`src/rtl/ccr_pkg.sv`:
```
package ccr_pkg;
  localparam int unsigned DW      = 16;
  localparam int unsigned AW      = 7;
  localparam int unsigned CW      = 5;
  localparam int unsigned CODE_MAX = (1 << CW) - 1;
  localparam int unsigned ATT_MAX = 3 * CODE_MAX;
  localparam int unsigned ATT_W   = $clog2(ATT_MAX + 1);

  localparam logic [AW-1:0] IDX_ID   = 7'h00;
  localparam logic [AW-1:0] IDX_VOL  = 7'h02;
  localparam logic [AW-1:0] IDX_SER  = 7'h74;
  localparam logic [AW-1:0] IDX_MISC = 7'h76;

  localparam logic [DW-1:0] ID_WORD = 16'h0090;

  // volume word bit positions
  localparam int unsigned MM_BIT   = 15;
  localparam int unsigned LSAT_BIT = 13;
  localparam int unsigned L_LSB    = 8;
  localparam int unsigned RM_BIT   = 7;
  localparam int unsigned RSAT_BIT = 5;
  localparam int unsigned R_LSB    = 0;

  localparam int unsigned SPLIT_BIT = 12;
  localparam logic [DW-1:0] MISC_MASK = DW'(1) << SPLIT_BIT;

  typedef struct packed {
    logic          mm;
    logic [CW-1:0] lcode;
    logic          rm;
    logic [CW-1:0] rcode;
  } vol_t;

  localparam vol_t VOL_DEFAULT = '{mm: 1'b1, lcode: '0, rm: 1'b0, rcode: '0};
endpackage

```
`src/rtl/ccr_plain_reg.sv`:
```
module ccr_plain_reg #(
  parameter int unsigned  W        = 16,
  parameter logic [W-1:0] RST_VAL  = '0,
  parameter logic [W-1:0] MASK     = '1,
  parameter bit           SOFT_CLR = 1'b1
) (
  input  logic         clk_i,
  input  logic         rst_ni,
  input  logic         wr_i,
  input  logic         soft_i,
  input  logic [W-1:0] d_i,
  output logic [W-1:0] q_o
);
  logic [W-1:0] q;

  generate
    if (SOFT_CLR) begin : g_soft
      always_ff @(posedge clk_i or negedge rst_ni) begin
        if (!rst_ni)     q <= RST_VAL;
        else if (soft_i) q <= RST_VAL;
        else if (wr_i)   q <= d_i & MASK;
      end

      assert_soft_clear_R3: assert property (@(posedge clk_i) disable iff (!rst_ni)
        soft_i |=> (q_o == RST_VAL));
    end else begin : g_keep
      logic unused_soft;
      assign unused_soft = soft_i;

      always_ff @(posedge clk_i or negedge rst_ni) begin
        if (!rst_ni)   q <= RST_VAL;
        else if (wr_i) q <= d_i & MASK;
      end

      assert_soft_keep_R4: assert property (@(posedge clk_i) disable iff (!rst_ni)
        (soft_i && !wr_i) |=> $stable(q_o));
    end
  endgenerate

  assert_no_write_hold_R11: assert property (@(posedge clk_i) disable iff (!rst_ni)
    (!wr_i && !soft_i) |=> $stable(q_o));

  assign q_o = q;
endmodule

```
`src/rtl/ccr_vol_reg.sv`:
```
module ccr_vol_reg
  import ccr_pkg::*;
(
  input  logic          clk_i,
  input  logic          rst_ni,
  input  logic          wr_i,
  input  logic          soft_i,
  input  logic [DW-1:0] d_i,
  output vol_t          vol_o
);
  vol_t vol_q, vol_d;
  logic unused_bits;
  assign unused_bits = ^{d_i[14], d_i[6]};

  // 6-bit codes with the top bit set saturate to the 5-bit maximum
  always_comb begin
    vol_d.mm    = d_i[MM_BIT];
    vol_d.lcode = d_i[LSAT_BIT] ? '1 : d_i[L_LSB +: CW];
    vol_d.rm    = d_i[RM_BIT];
    vol_d.rcode = d_i[RSAT_BIT] ? '1 : d_i[R_LSB +: CW];
  end

  always_ff @(posedge clk_i or negedge rst_ni) begin
    if (!rst_ni)     vol_q <= VOL_DEFAULT;
    else if (soft_i) vol_q <= VOL_DEFAULT;
    else if (wr_i)   vol_q <= vol_d;
  end

  assign vol_o = vol_q;

  assert_left_sat_R6: assert property (@(posedge clk_i) disable iff (!rst_ni)
    (wr_i && !soft_i && d_i[LSAT_BIT]) |=> (vol_o.lcode == CW'(CODE_MAX)));
  assert_right_sat_R6: assert property (@(posedge clk_i) disable iff (!rst_ni)
    (wr_i && !soft_i && d_i[RSAT_BIT]) |=> (vol_o.rcode == CW'(CODE_MAX)));
  assert_vol_soft_R3: assert property (@(posedge clk_i) disable iff (!rst_ni)
    soft_i |=> (vol_o == VOL_DEFAULT));
endmodule

```
`src/rtl/ccr_out_decode.sv`:
```
module ccr_out_decode
  import ccr_pkg::*;
(
  input  vol_t             vol_i,
  input  logic             split_i,
  output logic [ATT_W-1:0] att_l_o,
  output logic [ATT_W-1:0] att_r_o,
  output logic             mute_l_o,
  output logic             mute_r_o
);
  // code * 3 = code + 2*code, in half-dB units
  assign att_l_o = ATT_W'(vol_i.lcode) + ATT_W'({vol_i.lcode, 1'b0});
  assign att_r_o = ATT_W'(vol_i.rcode) + ATT_W'({vol_i.rcode, 1'b0});

  assign mute_l_o = vol_i.mm;
  assign mute_r_o = split_i ? vol_i.rm : vol_i.mm;

  always_comb begin
    assert_att_range_R10: assert ((att_l_o <= ATT_W'(ATT_MAX)) && (att_r_o <= ATT_W'(ATT_MAX))
                                  && (att_l_o % 3 == 0) && (att_r_o % 3 == 0));
    if (!split_i) begin
      assert_joint_mute_R9: assert (mute_l_o == mute_r_o);
    end
  end
endmodule

```
`src/rtl/codec_ctrl_regs.sv`:
```
module codec_ctrl_regs
  import ccr_pkg::*;
(
  input  logic             clk_i,
  input  logic             rst_ni,
  input  logic             wr_en_i,
  input  logic [AW-1:0]    addr_i,
  input  logic [DW-1:0]    wdata_i,
  output logic [DW-1:0]    rdata_o,
  output logic [ATT_W-1:0] att_left_o,
  output logic [ATT_W-1:0] att_right_o,
  output logic             mute_left_o,
  output logic             mute_right_o
);
  logic          soft_rst;
  logic          wr_vol, wr_ser, wr_misc;
  vol_t          vol;
  logic [DW-1:0] ser_q, misc_q;
  logic          split;

  assign soft_rst = wr_en_i && (addr_i == IDX_ID);
  assign wr_vol   = wr_en_i && (addr_i == IDX_VOL);
  assign wr_ser   = wr_en_i && (addr_i == IDX_SER);
  assign wr_misc  = wr_en_i && (addr_i == IDX_MISC);

  ccr_vol_reg u_vol (
    .clk_i  (clk_i),
    .rst_ni (rst_ni),
    .wr_i   (wr_vol),
    .soft_i (soft_rst),
    .d_i    (wdata_i),
    .vol_o  (vol)
  );

  ccr_plain_reg #(.W(DW), .RST_VAL('0), .MASK('1), .SOFT_CLR(1'b0)) u_ser (
    .clk_i  (clk_i),
    .rst_ni (rst_ni),
    .wr_i   (wr_ser),
    .soft_i (soft_rst),
    .d_i    (wdata_i),
    .q_o    (ser_q)
  );

  ccr_plain_reg #(.W(DW), .RST_VAL('0), .MASK(MISC_MASK), .SOFT_CLR(1'b1)) u_misc (
    .clk_i  (clk_i),
    .rst_ni (rst_ni),
    .wr_i   (wr_misc),
    .soft_i (soft_rst),
    .d_i    (wdata_i),
    .q_o    (misc_q)
  );

  assign split = misc_q[SPLIT_BIT];

  ccr_out_decode u_dec (
    .vol_i    (vol),
    .split_i  (split),
    .att_l_o  (att_left_o),
    .att_r_o  (att_right_o),
    .mute_l_o (mute_left_o),
    .mute_r_o (mute_right_o)
  );

  // right mute is hidden unless split mute is on
  always_comb begin
    unique case (addr_i)
      IDX_ID:   rdata_o = ID_WORD;
      IDX_VOL:  rdata_o = {vol.mm, 2'b00, vol.lcode, vol.rm & split, 2'b00, vol.rcode};
      IDX_SER:  rdata_o = ser_q;
      IDX_MISC: rdata_o = misc_q;
      default:  rdata_o = '0;
    endcase
  end

  assert_id_read_R2: assert property (@(posedge clk_i) disable iff (!rst_ni)
    (addr_i == IDX_ID) |-> (rdata_o == ID_WORD));
  assert_split_only_bit_R8: assert property (@(posedge clk_i) disable iff (!rst_ni)
    (misc_q & ~MISC_MASK) == '0);
  assert_rm_hidden_R7: assert property (@(posedge clk_i) disable iff (!rst_ni)
    (!split && addr_i == IDX_VOL) |-> !rdata_o[RM_BIT]);
  assert_left_mute_R9: assert property (@(posedge clk_i) disable iff (!rst_ni)
    wr_vol |=> (mute_left_o == $past(wdata_i[MM_BIT])));
endmodule

```
`config.mk`:
```
export PLATFORM = sky130hd
export DESIGN_NAME = codec_ctrl_regs
export DESIGN_NICKNAME = d
export VERILOG_FILES = /design/src/rtl/ccr_pkg.sv /design/src/rtl/ccr_plain_reg.sv /design/src/rtl/ccr_vol_reg.sv /design/src/rtl/ccr_out_decode.sv /design/src/rtl/codec_ctrl_regs.sv
export SDC_FILE = /design/constraint.sdc
export NUM_CORES = 1
export LEC_CHECK = 0
export BUFFER_PORTS_ARGS = -buffer_cell sky130_fd_sc_hd__buf_2
export CAP_MARGIN = 10
export CORE_UTILIZATION = 40
export CTS_CLUSTER_SIZE = 8
export DETAILED_ROUTE_END_ITERATION = 7
export PLACE_DENSITY = 0.72
export RECOVER_POWER = 25
export SLEW_MARGIN = 25
export SYNTH_ARGS = -nofsm -noshare
export SYNTH_HDL_FRONTEND = slang
export SYNTH_HIERARCHICAL = 1
export SYNTH_SLANG_ARGS = --single-unit
```
`constraint.sdc`:
```
create_clock -name clk_i -period 2.8 [get_ports clk_i]
set_clock_uncertainty 0.05 [all_clocks]
set_input_delay 0.84 -clock clk_i [delete_from_list [all_inputs] [get_ports clk_i]]
set_output_delay 0.84 -clock clk_i [all_outputs]
set_load 0.03 [all_outputs]
```
==> impl_summary.log, run 1 <==
[metrics] final WL: between 4000 and 5000 um
[metrics] nets@finish: 304
[metrics] overall track demand over capacity in global routing: 19.0%
[metrics] vias per inst: 4.96
[metrics] die boundary height: approximately 75 um
[metrics] non-filler cells, final: between 300 and 400
[metrics] worst hold margin: 0.467 ns
[metrics] critical path launch point: addr_i[2]
[metrics] outcome: finished, violations left
[metrics] total power density per cell area: 496 nW/um^2
[metrics] Synth async-reset ratio: 100%
[metrics] largest net degree at the start of global routing: 30
[metrics] setup repair after global routing missed its margin: true
[metrics] violated checks: capacitance limit, slew limit, setup timing
[metrics] Post-DP Area: between 2000 and 2500 sq um
[metrics] Bufs on Longest Clock Path: 2
[metrics] worst hold start: u_ser/q_o[5]$_DFFE_PN0P_
[metrics] CP Buf/Inv Count: 4
[metrics] worst-path cell chain: buf_8, nor4_4, buf_4, clkbuf_16, and3_4, a221o_1, buf_6
[metrics] num ports: 58
[metrics] highest-count cells in the layout ignoring fill and taps: buf_2 (40), nor2_1 (27), dfrtp_1 (27), buf_4 (20), conb_1 (15)
[metrics] sequential share of the synthesized area: between 30% and 40%
[metrics] area of the core: 5110 sq um
[metrics] post-layout worst setup margin: -0.0216 ns
[metrics] number of antenna violations at the first check in global routing: 0
[metrics] count of endpoints failing hold in the final timing report: 0
[metrics] final setup TNS: -0.0921 ns
[metrics] crit path max-delay cell type: nor4_4
[metrics] TritonCTS clock tree: built
[metrics] worst-case vdd ir drop: 0.000267 V
[metrics] clock insertion delay at the later pin of the skew report: around 0.27 ns
[metrics] Top Family by Delay on Critical Path: buffers and inverters
[metrics] count of flip-flops with a built-in enable after synthesis: 0
[metrics] initial core utilization: roughly two fifths
[metrics] number of buffers added by the clock tree synthesis step: 5
[metrics] DRT iter0 DRCs: 112
[metrics] area growth from synthesis to layout: 29.6%
[metrics] Lkg Pwr: about 1.4 nW
[metrics] number of synthesized register bits: 29
[metrics] cells after synthesis: 195
[metrics] highest attainable clock frequency: approximately 350 MHz
[metrics] endpoint class of the critical path: primary output
[metrics] CP Max Fanout: 8
[metrics] die outline width: 74.9 um
[metrics] Filler Cells Inserted: 460
[metrics] critical path data arrival time: about 1.9 ns
[metrics] type of the worst min-delay path: flop to flop
[metrics] final critical delay including setup and external delays: 2.82 ns
[metrics] number of detailed-routing iterations run before antenna repair: 4
[metrics] Root Driver: clkbuf_8
[metrics] total clock sinks: 29
[metrics] placement row count: 26
[metrics] die area: 5610 sq um
[metrics] area of all placed cells without fillers: between 2000 and 3000 sq um
[metrics] gp weighted congestion: 0.757
[metrics] antenna fix cells: 0
[metrics] fin. max-slew vios: 30
[metrics] clock transition time at the flip-flop clock pins of the worst setup and hold paths: approximately 0.060 ns
[metrics] # port buffers: 57
[metrics] count of unresolved DRC violations after routing: 0
[metrics] number of levels in the clock H-tree: 2
[metrics] Final ANT Viol Nets: 0
[metrics] register area: 728 sq um
[metrics] Worst setup SP type: input port
[metrics] number of maximum-capacitance constraint violations: 1
[metrics] post-route clock period utilization: 101%
[metrics] Worst Max-Slew Pin Slew: 1.63 ns
[metrics] mean post-synth cell area: 10.9 sq um
[metrics] total standard cell area after synthesis: 2130 sq um
[metrics] first-pass GRT wire length: approximately 8000 um
[metrics] HPWL after detailed placement: 3530 um
[metrics] Setup-failing EPs final: 7
[metrics] Yosys warning total: 6
[metrics] routed vias: 1,663
[metrics] share of layout cells above drive strength 1: approximately half
[metrics] Most used DFF post-synth: dfrtp_1
[metrics] relative slew slack: -8.35%
[metrics] Routed WL per cell: 14.7 um
[metrics] multi-input logic area: 1260 sq um
[metrics] via count of the first global-routing pass: 1,634
[metrics] startpoint of the most critical register-to-register path: u_vol/vol_o[11]$_DFFE_PN1P_
[metrics] post-synthesis cell type count: 38
[metrics] worst setup path category: input port to primary output
[metrics] cell total after placement: 322
[metrics] global route overflow: 0
[metrics] commonest non-fill, non-tap cell in the layout: buf_2
[metrics] required time of the worst setup path: 1.91 ns
[metrics] delay of the slowest cell on the worst path: 0.25 ns
==> worst paths after layout <==
check | cells after the start | slack [ns] | end
worst max-delay path | 7 | -0.02 | rdata_o[9]
worst min-delay path | 1 | 0.47 | u_ser/q_o[5]$_DFFE_PN0P_
worst max register to register | 2 | 1.89 | u_vol/vol_o[11]$_DFFE_PN1P_
worst min register to register | 1 | 0.47 | u_ser/q_o[5]$_DFFE_PN0P_
max in group asynchronous | 1 | 0.72 | u_vol/vol_o[1]$_DFFE_PN0P_
min in group asynchronous | 1 | 0.92 | u_vol/vol_o[6]$_DFFE_PN0P_
==> logic make-up after synthesis <==
group | synth area share, %
compound gates | 14.6
fa+ha+maj | 8.94
flops | 34.2
mux | 13.6
xor+xnor | 2.47
other cells | 0.176
buf+inv | 11.6
simple gates | 14.4
==> state kept, by name (all words and copies together), names as in the netlist <==
register,flops
u_misc/q_o,1
u_ser/q_o,16
u_vol/vol_o,12
==> power by group <==
group,leakage (nW),switching [mW],internal (mW)
Clock,0.0585,0.166,0.290
Combinational,0.999,0.238,0.162
Sequential,0.387,0.0464,0.465
Total,1.44,0.450,0.917
==> cells in the mapped netlist (all sizes together), types with 4 or more instances <==
library cell / instances / area, sq um
a211oi: 10 / 115
dfrtp: 28 / 701
mux2i: 6 / 60.1
nand3: 5 / 25.0
a221o: 10 / 100
nor2: 28 / 105
mux2: 17 / 229
a21oi: 6 / 33.8
ha: 12 / 150
nand2: 4 / 15.0
xor2: 4 / 35.0
buf: 28 / 236
and3: 11 / 68.8
==> metal layers <==
metal	vias to the layer above	wire length (um)	global-route usage, %
met2	33	2460	32.2
met5	-	0	0
met1	816	2250	24.8
met4	0	40	4.61
met3	5	175	3.88
li1	809	-	-
==> stage by stage <==
stage | worst slack [ns] | total power, mW | util (%)
final | -0.0216 | 1.37 | 54.0
after global routing | -0.0752 | 1.43 | 54.0
after CTS | -0.0160 | 1.36 | 52.6
after global placement | -0.0246 | 0.889 | 48.2
after floorplan | -0.0207 | 0.806 | -
after detailed placement | -0.0430 | 0.900 | 48.2
==> worst reg2reg max path, delay by kind of cell, from the launching register on <==
family,cells,cell delay [ns]
simple gates,1,0.14
flops,1,0.56
compound gates,1,0.11
==> layout make-up <==
| cell class | count | area share (%) |
|---|---|---|
| clock buffer | 7 | 3.13 |
| multi-input combinational | 150 | 45.7 |
| sequential | 29 | 26.4 |
| inverter | 2 | 0.272 |
| timing repair buffer | 76 | 20.2 |
| clock inverter | 1 | 1.09 |
| tap | 70 | 3.18 |
==> what timing repair did <==
item                                    CTS  global route
hold buffers                              0             0
pin swaps                                 9             4
gates cloned                              1             1
setup buffers                             2             2
resized for setup                        30            10
endpoints found under the setup margin   14            15
Power figures use the tool's default switching activity.
==> run 2, diff against run 1 <==
CTS_BUF_LIST = sky130_fd_sc_hd__clkbuf_16   (was not set)
CTS_CLUSTER_SIZE = 28   (was 8)
==> run 2 against run 1 <==
The run still ends with capacitance limit, slew limit, setup timing left. Global-route usage increased by 0.57 points. Fmax shrank 0.23%. First-iteration DRC count up 4.5%. Final area up 1.8%. Sequential power hardly changed. Critical path type unchanged.
==> impl_summary.log, run 2 (synthesized netlist as in run 1, its figures left out) <==
[metrics] outcome: finished, violations left
[metrics] setup repair after global routing missed its margin: true
[metrics] Worst setup SP type: input port
[metrics] via count of the first global-routing pass: 1,650
[metrics] Lkg Pwr: 1.46 nW
[metrics] antenna fix cells: 0
[metrics] count of endpoints failing hold in the final timing report: 0
[metrics] vias per inst: 5.02
[metrics] Root Driver: clkbuf_16
[metrics] initial core utilization: 41.6%
[metrics] worst-case vdd ir drop: 0.000251 V
[metrics] # port buffers: between 50 and 60
[metrics] first-pass GRT wire length: 7890 um
[metrics] die outline width: 74.9 um
[metrics] largest net degree at the start of global routing: 30
[metrics] clock transition time at the flip-flop clock pins of the worst setup and hold paths: 0.05 ns
[metrics] DRT iter0 DRCs: 117
[metrics] area growth from synthesis to layout: 32.0%
[metrics] max layer used: met4
[metrics] highest-count cells in the layout ignoring fill and taps: buf_2 (40), nor2_1 (28), dfrtp_1 (27), buf_4 (20), conb_1 (15)
[metrics] number of levels in the clock H-tree: 2
[metrics] number of antenna violations at the first check in global routing: 0
[metrics] total power density per cell area: 538 nW/um^2
[metrics] num ports: 58
[metrics] Top Family by Delay on Critical Path: buffers and inverters
[metrics] violated checks: capacitance limit, slew limit, setup timing
[metrics] worst setup path category: input port to primary output
[metrics] multi-input logic area: about 1300 sq um
[metrics] Filler Cells Inserted: 454
[metrics] number of detailed-routing iterations run before antenna repair: 4
[metrics] total clock sinks: 29
[metrics] die area: ~5600 sq um
[metrics] hold path cells: 1
[metrics] gp weighted congestion: 0.757
[metrics] share of layout cells above drive strength 1: 48.3%
[metrics] post-route clock period utilization: 101%
[metrics] count of unresolved DRC violations after routing: 0
[metrics] slack of the worst reg-to-reg path: 1.88 ns
[metrics] overall track demand over capacity in global routing: 19.5%
[metrics] Routed WL per cell: 14.7 um
[metrics] final WL: roughly 4900 um
[metrics] worst-path cell chain: buf_6, nor4_4, buf_4, clkbuf_16, and3_1, a221o_1, buf_6
[metrics] required time of the worst setup path: 1.91 ns
[metrics] area of the core: between 5000 and 6000 sq um
[metrics] type of the worst min-delay path: flop to flop
[metrics] crit path max-delay cell type: nor4_4
[metrics] relative slew slack: -8.05%
[metrics] Worst Max-Slew Pin Slew: 1.62 ns
[metrics] worst reg2reg path depth: 2
[metrics] Bufs on Longest Clock Path: 2
[metrics] final critical delay including setup and external delays: 2.83 ns
[metrics] worst hold start: u_ser/q_o[15]$_DFFE_PN0P_
[metrics] CP Buf/Inv Count: 4
[metrics] non-filler cells, final: 335
[metrics] Final ANT Viol Nets: 0
[metrics] commonest non-fill, non-tap cell in the layout: buf_2
[metrics] startpoint of the most critical register-to-register path: u_vol/vol_o[11]$_DFFE_PN1P_
[metrics] met2 WL: 2470 um
[metrics] cell total after placement: 322
[metrics] WHS Endpoint: u_ser/q_o[15]$_DFFE_PN0P_
[metrics] critical path launch point: addr_i[5]
[metrics] Setup-failing EPs final: 5
[metrics] HPWL after detailed placement: 3530 um
[metrics] endpoint of the lowest-slack register-to-register path: u_vol/vol_o[11]$_DFFE_PN1P_
[metrics] die boundary height: 74.9 um
[metrics] nets@finish: approximately 300
[metrics] endpoint class of the critical path: primary output
[metrics] post-layout worst setup margin: -0.0282 ns
[metrics] number of buffers added by the clock tree synthesis step: 5
[metrics] Worst path most repeated cell: buf_6
[metrics] placement row count: 26
[metrics] TritonCTS clock tree: built
[metrics] routed vias: 1,681
[metrics] global route overflow: 0
[metrics] Detail Route met3 WL: around 190 um
[metrics] delay of the slowest cell on the worst path: between 0.2 and 0.3 ns
[metrics] sum of routed wire segments on met1: 2180 um
[metrics] Largest register FFs: 16
[metrics] highest attainable clock frequency: 354 MHz
[metrics] critical path data arrival time: approximately 1.9 ns
[metrics] register area: 728 sq um
[metrics] clock insertion delay at the later pin of the skew report: 0.27 ns
[metrics] number of maximum-capacitance constraint violations: 1
[metrics] CP Max Fanout: 8
[metrics] fin. max-slew vios: 30
[metrics] Pwr Total: 1.51 mW
run 2: cell count changes in the layout (fill, tap and decap cells not counted), moves of 2 or more:
cell	previous run	this run
and3_1	9	7
and3_4	2	4
clkbuf_16	1	6
clkbuf_8	6	0
run 2: worst max-delay path by stage:
stage          cells past startpoint          end  slack, ns
2_1_floorplan                      4   rdata_o[4]      -0.02
3_3_place_gp                       5  rdata_o[11]      -0.02
3_5_place_dp                       5   rdata_o[0]      -0.04
4_1_cts                            6   rdata_o[0]      -0.01
5_1_grt                            7  rdata_o[15]      -0.08
6_report                           7  rdata_o[10]      -0.03
run 2: repair_timing:
| action | 4_1_cts | 5_1_grt |
|---|---|---|
| cloned | 1 | 1 |
| hold buffers | 0 | 0 |
| resized for setup | 30 | 10 |
| setup buffers | 2 | 2 |
| pin swaps | 10 | 4 |
| endpoints found under the setup margin | 14 | 14 |
run 2: power by group:
part	internal (mW)	switching (mW)	leakage, nW
clock	0.412	0.185	0.0826
combinational	0.162	0.237	0.993
sequential	0.466	0.0470	0.387
run 2: layer usage:
layer	global-route usage, %	up-vias
li1	-	809
met1	24.5	826
met2	32.6	39
met3	4.69	7
met4	7.55	0
met5	0	-
run 2: through the flow:
stage          util, %  area (sq um)  setup slack [ns]  setup TNS, ns  hold WS [ns]
6_report          55.0          2810           -0.0282        -0.0898         0.465
2_1_floorplan        -          2190           -0.0207        -0.0384         0.430
4_1_cts           53.5          2730          -0.00993       -0.00993         0.466
5_1_grt           55.0          2810           -0.0841         -0.629         0.480
3_5_place_dp      48.2          2460           -0.0430         -0.274         0.446
3_3_place_gp      48.2          2460           -0.0246         -0.211         0.440
run 2: final cells by class:
| class | count | share of cell area, % |
|---|---|---|
| tap | 70 | 3.12 |
| clock buffer | 5 | 4.46 |
| timing repair buffer | 76 | 19.7 |
| clock inverter | 3 | 1.34 |
| inverter | 2 | 0.267 |
| sequential | 29 | 25.9 |
| multi-input combinational | 150 | 45.1 |
